`src/rtl/irq_aggregator.sv`:
```
module irq_aggregator #(
  parameter int          NSRC      = 32,
  parameter int          AW        = 3,
  parameter logic [31:0] EDGE_BITS = 32'h71CF_0000,
  parameter logic [31:0] SOFT_BITS = 32'h7000_0000
) (
  input  logic                    clk,
  input  logic                    rst_n,
  input  logic [NSRC-1:0]         src_i,
  input  logic                    wr_en_i,
  input  logic [AW-1:0]           addr_i,
  input  logic [NSRC-1:0]         wdata_i,
  output logic [NSRC-1:0]         rdata_o,
  output logic                    irq_o,
  output logic [$clog2(NSRC)-1:0] idx_o,
  output logic                    idx_valid_o
);
  localparam int IW = $clog2(NSRC);
  localparam logic [AW-1:0] A_STAT = AW'(0);
  localparam logic [AW-1:0] A_MASK = AW'(1);
  localparam logic [AW-1:0] A_HARD = AW'(2);
  localparam logic [AW-1:0] A_SOFT = AW'(3);
  localparam logic [AW-1:0] A_CTRL = AW'(4);
  localparam logic [NSRC-1:0] EDGE = EDGE_BITS[NSRC-1:0];
  localparam logic [NSRC-1:0] SOFT = SOFT_BITS[NSRC-1:0];

  logic [NSRC-1:0] src_q, hard_q, soft_q, mask_q, ctrl_q;
  logic [NSRC-1:0] rise, status, pending, hard_clr;

  assign rise     = src_i & ~src_q & EDGE;
  assign hard_clr = (wr_en_i && addr_i == A_HARD) ? (~wdata_i & EDGE) : '0;
  assign status   = (src_i & ~EDGE) | hard_q | soft_q;
  assign pending  = status & mask_q;

  always_ff @(posedge clk or negedge rst_n) begin
    if (!rst_n) begin
      src_q  <= '0;
      hard_q <= '0;
      soft_q <= '0;
      mask_q <= '0;
      ctrl_q <= '0;
      irq_o  <= 1'b0;
    end else begin
      src_q  <= src_i;
      hard_q <= (hard_q & ~hard_clr) | rise;
      irq_o  <= |pending;
      if (wr_en_i) begin
        case (addr_i)
          A_MASK:  mask_q <= wdata_i;
          A_SOFT:  soft_q <= wdata_i & SOFT;
          A_CTRL:  ctrl_q <= wdata_i;
          default: ;
        endcase
      end
    end
  end

  always_comb begin
    case (addr_i)
      A_STAT:  rdata_o = status;
      A_MASK:  rdata_o = mask_q;
      A_HARD:  rdata_o = hard_q;
      A_SOFT:  rdata_o = soft_q;
      A_CTRL:  rdata_o = ctrl_q;
      default: rdata_o = '0;
    endcase
  end

  always_comb begin
    idx_o       = '0;
    idx_valid_o = 1'b0;
    for (int i = NSRC - 1; i >= 0; i--) begin
      if (pending[i]) begin
        idx_o       = IW'(i);
        idx_valid_o = 1'b1;
      end
    end
  end

  assert_edge_hold_R3: assert property (@(posedge clk) disable iff (!rst_n)
    !(wr_en_i && addr_i == A_HARD) |=> (($past(hard_q) & ~hard_q) == '0));

  assert_set_wins_R5: assert property (@(posedge clk) disable iff (!rst_n)
    (rise != '0) |=> ((hard_q & $past(rise)) == $past(rise)));

  assert_no_level_latch_R6: assert property (@(posedge clk) disable iff (!rst_n)
    (hard_q & ~EDGE) == '0);

  assert_irq_raise_R8: assert property (@(posedge clk) disable iff (!rst_n)
    idx_valid_o |=> irq_o);

  assert_irq_drop_R8: assert property (@(posedge clk) disable iff (!rst_n)
    !idx_valid_o |=> !irq_o);

  always_comb begin
    if (rst_n && idx_valid_o) begin
      assert_idx_lowest_R9: assert (pending[idx_o] &&
        ((pending & ((NSRC'(1) << idx_o) - NSRC'(1))) == '0));
    end
  end
endmodule

```
`config.mk`:
```
export PLATFORM = sky130hd
export DESIGN_NAME = irq_aggregator
export DESIGN_NICKNAME = d
export VERILOG_FILES = /design/src/rtl/irq_aggregator.sv
export SDC_FILE = /design/constraint.sdc
export NUM_CORES = 1
export LEC_CHECK = 0
export BUFFER_PORTS_ARGS = -buffer_cell sky130_fd_sc_hd__buf_2
export CAP_MARGIN = 30
export CORE_ASPECT_RATIO = 1.1
export CORE_MARGIN = 2
export CORE_UTILIZATION = 59
export CTS_CLUSTER_SIZE = 12
export DETAILED_ROUTE_END_ITERATION = 12
export GPL_TIMING_DRIVEN = 0
export PLACE_DENSITY = 0.86
export SLEW_MARGIN = 20
export SYNTH_ARGS = -nofsm -noshare
export SYNTH_HDL_FRONTEND = slang
export SYNTH_SLANG_ARGS = --single-unit
```
`constraint.sdc`:
```
create_clock -name clk -period 3.5 [get_ports clk]
set_clock_uncertainty 0.15 [all_clocks]
set_input_delay 0.525 -clock clk [delete_from_list [all_inputs] [get_ports clk]]
set_output_delay 0.525 -clock clk [all_outputs]
set_load 0.05 [all_outputs]
```
---- Yosys cells after proc, flatten, opt, wreduce, memory -nomap -nowiden ----
Index checks and enable logic that the tools add are counted.
word-level totals
  register bits ........................... 131
  bits of input ports ..................... 70
  logic and storage cells ................. 91
  output and inout port bits .............. 39
cells by class
  bitwise operators ....................... 9
  muxes and demuxes ....................... 66
  reduce and logical (&&, ||, !) cells .... 6
  equality and inequality tests ........... 4
operators by type and width
  kind                                                  count
  two-way mux 5 bit                                     32
  one-hot mux 32 bit (5 select lines)                   1
  bitwise AND 32 bit                                    2
  OR 32 x 31 -> 32 bit                                  2
  inverter 31 bit                                       2
  two-way mux 1 bit                                     32
  inverter 31 -> 32 bit                                 1
  OR 32 bit                                             1
  OR reduction 32 bit                                   1
  bitwise AND 31 bit                                    1
  two-way mux 31 bit                                    1
  equality test 3 x 2 -> 1 bit (second input constant)  2
  AND reduction 2 bit                                   3
  equality test 3 x 1 -> 1 bit (second input constant)  1
  equality test 3 bit (second input constant)           1
  zero test 3 bit                                       1
  logical AND 1 bit                                     1

---- Depth between registers and ports, before layout ----
  word-level depth ........................ 35
  depth in mapped cells ................... 7
  depth with buffers taken out ............ 5

---- Least setup slack after synthesis ----
Ideal clock, no wire load.
  path kind ............................... in2out
  start point ............................. input port src_i[10]
  end point ............................... output port idx_o[4]
  data arrival time ....................... 2.456 ns
  slack ................................... 0.369 ns
  buffers on the path ..................... 0
  required time ........................... 2.825 ns
  stages .................................. 4
  path through ............................ and2_1 a21o_1 nor4_1 nor3b_1
between the ends
  longest elaborated chain between the ends .. 14
ends and longest elaborated chain
  element                           line  RTL
  start, declared                   9     input logic [NSRC-1:0] src_i,
  OR 32 bit                         32    assign status = (src_i & ~EDGE) | hard_q | soft_q;
  OR 32 x 31 -> 32 bit              32
  bitwise AND 32 bit                33    assign pending = status & mask_q;
  two-way mux 5 bit (11 in series)  73    if (pending[i]) begin
  end, declared                     15    output logic [$clog2(NSRC)-1:0] idx_o,
Every way passes these cells.

---- Final worst setup path ----
  start point ............................. register soft_q[28]
  end point ............................... output port idx_o[0]
between the ends
  longest elaborated chain between the ends .. 31
ends and longest elaborated chain
  element                           line  RTL
  start, declared                   27    logic [NSRC-1:0] src_q, hard_q, soft_q, mask_q, ctrl_q;
  start signal, assigned            50    A_SOFT: soft_q <= wdata_i & SOFT;
  OR 32 x 31 -> 32 bit              32
  bitwise AND 32 bit                33
  two-way mux 5 bit (29 in series)  73
Every way passes these cells.

==> impl_metrics.tcl <==
set metrics [dict create \
    status "finished, final reports clean" \
    grt_remaining_overflow 0 \
    gp_congestion 0.899 \
    grt_pass1_wl_um 21000 \
    drc 0 \
    htreeDepth 3 \
    p_per_area_nw_per_um2 534 \
    ys.flop_type "dfrtp_1" \
    synth_cells 439 \
    dp.cells 655 \
    worst_setup_path_start_kind "flip-flop" \
    irDropWorstVdd_uv 390 \
    cts_resized 0 \
    syn_nets 509 \
    crit_chain "o21ai_0 -> nand2_1 -> o21ai_0 -> a211oi_1 -> o32ai_1 -> buf_2" \
    synth_compound_area_share_pct 16.0 \
    crit_fanout 5 \
    synthXorXnorAreaFrac_pct 0 \
    cpMaxStageDelayCell "dfrtp_1" \
    clockBufferDepth 2 \
    synth_edf_count 0 \
    clock_latency_ps 370 \
    syn_area_um2 4780 \
    yosys-top-cells-area "dfrtp_1 46%, mux2_4 9.4%, mux2_2 8.5%" \
    final.setup.tns_ps 0 \
    dr_total_vias 4090 \
    fin_crit_sh_pct 85.2 \
    tightest_slew_ps 807 \
    fmax_mhz 335 \
    setup_viol 0 \
    final_cells 671 \
    cap_viol_max_count 0 \
    seq_power_share_pct 44.6 \
    cpPeakStageDelay_ps 430 \
    wire_per_inst_um 19.4 \
    ys_types 46 \
    synth_top_area_share_pct 46.1 \
    area_growth_pct 19.2 \
    hold_path_class "input port to flip-flop" \
    numCtsBuffers 9 \
    postRouteAntennaNets 0 \
    ys_warn_count 0 \
    coreArea_um2 7870 \
    dieHeight_um 98.4 \
    ys_seq_elements 88 \
    slew_violations 0 \
    yosys.area_share.simple_pct 10.6 \
    ios 109 \
    clk_pin_slew_ps 90 \
    row_count 34 \
    totalPowerFinal_uw 3040 \
    comb_power_share_pct 31.1 \
    die_area_um2 8840 \
    p_switching_uw 1060 \
    hold_violations 0 \
    end_kind "output pin" \
    synthAdderAreaFrac_pct 0 \
    seq_area_frac_synth_pct 46.1 \
    grt_pass1_vias 4213 \
    dr.pass1.iters 7 \
    vias_per_cell 6.10 \
    p_int_uw 1980 \
    postSynthAreaPerCell_um2 10.9 \
    crit_required_ps 2820 \
    cp.arrival_ps 2310 \
    drtIter0Drc 370 \
    hold_slack_ps 121 \
    antenna_found_initial 0 \
    finalWirelength_um 13000 \
    cts_tree "built" \
    start_util_pct 60.7 \
    rsz0062_at_grt "no" \
    die_w_um 89.8 \
    synthArstFlopShare_pct 100 \
    power_leakage_uw 0.00264 \
    p_sw_share_pct 34.9 \
    drive_above_1_share_pct 36.2 \
    cts_sinks 88 \
    p_clk_share_pct 24.3 \
    grt_max_degree 55 \
    fin_crit_ps 2980 \
    cts_root_buffer "clkbuf_8" \
    synth_area_leader_cell "dfrtp_1" \
    synth_top_family_by_area "multiplexers" \
    synthMuxAreaShare_pct 23.0 \
    slew-limit-headroom_pct 46.1 \
    port_buffers 107 \
    fin_nets 629 \
    track_usage_pct 30.3 \
    antenna-diode-count 0 \
    crit_type "flip-flop to output pin" \
    cpMostUsedCell "o21ai_0" \
    hpwl_um 9390 \
    fin_util_pct 72.4 \
]
## kinds of logic after synthesis
kind of cell | Yosys count
buffers and inverters | 39
AND/OR/NAND/NOR | 110
flip-flops | 88
AO/OA/AOI/OAI | 112
multiplexers | 90
## placed cells by master (no fill, tap or decap), types with 14 or more instances in the layout
master   netlist  routed
a21oi_1       14      14
nand2_1       49      49
o21ai_1       20      20
o22a_1        22      22
buf_2          4     110
dfrtp_1       88      88
nor2_1        28      28
mux2_2        36      36
mux2_4        30      30
o21ai_0       15      15
mux2i_1       23      23
## synthesized netlist by cell type, drive strengths merged, types with 3 or more instances
library cell and number:
mux2i 23, inv 12, o21a 4, nand3 3, nand3b 3, nor2b 11, dfrtp 88, a211oi 4
a22o 4, buf 14, a221oi 4, clkbuf 13, mux2 67, a22oi 7, o22a 22, and2 4
o21ai 35, a21oi 14, nand2 49, a32oi 3, a31oi 4, nor2 28
## power by group through the flow
| stage | sequential, µW | combinational (µW) | clock (µW) |
|---|---|---|---|
| CTS | 1350 | 938 | 740 |
| detailed placement | 1370 | 931 | 0 |
| floorplan | 1320 | 702 | 0 |
| global route | 1380 | 1010 | 785 |
| global placement | 1350 | 898 | 0 |
| finish | 1360 | 946 | 739 |
## registers in the layout (all words and copies together) (netlist names)
register,cells
soft_q,3
ctrl_q,32
src_q,10
mask_q,32
hard_q,10
irq_o,1
## final cells by class
type	count	area [µm²]
timing repair buffer	109	576
tap	108	135
clock inverter	4	53.8
sequential	88	2200
fill	572	2170
clock buffer	11	151
inverter	12	45.0
buffer	27	163
multi-input combinational	312	2370
## worst paths after layout
kind                             from          to  slack, ps  depth (start not counted)
setup / recovery           soft_q[28]    idx_o[0]        520                          6
setup reg to reg           soft_q[29]       irq_o       1510                          5
min in group asynchronous       rst_n  ctrl_q[15]        500                          2
hold / removal              src_i[28]   src_q[28]        120                          1
hold reg to reg             src_q[19]  hard_q[19]        260                          1
max in group asynchronous       rst_n  ctrl_q[29]       2080                          3
## repair_timing
action / CTS / global route
hold endpoints to repair: 34 / 0
hold buffers: 1 / 0
buffers inserted: 0 / 0
## worst max-delay path: cells and delay by family, from the launching register on
family / cells / cell delay, ps
flops: 1 / 430
simple gates: 1 / 100
compound gates: 4 / 1090
buf+inv: 1 / 330
## routing by layer
layer / GRT usage [%] / up-vias / wire length [µm]
met2: 51.6 / 237 / 6270
met3: 5.02 / 40 / 1120
li1: - / 1828 / -
met4: 12.1 / 0 / 377
met5: 0 / - / 0
met1: 39.0 / 1985 / 5260
## stage by stage
stage	instance area, µm²	worst slack, ps
global placement	5450	653
floorplan	4780	369
CTS	5700	568
global route	5700	364
finish	5700	517
detailed placement	5480	604
(Power assumes the default switching activity.)
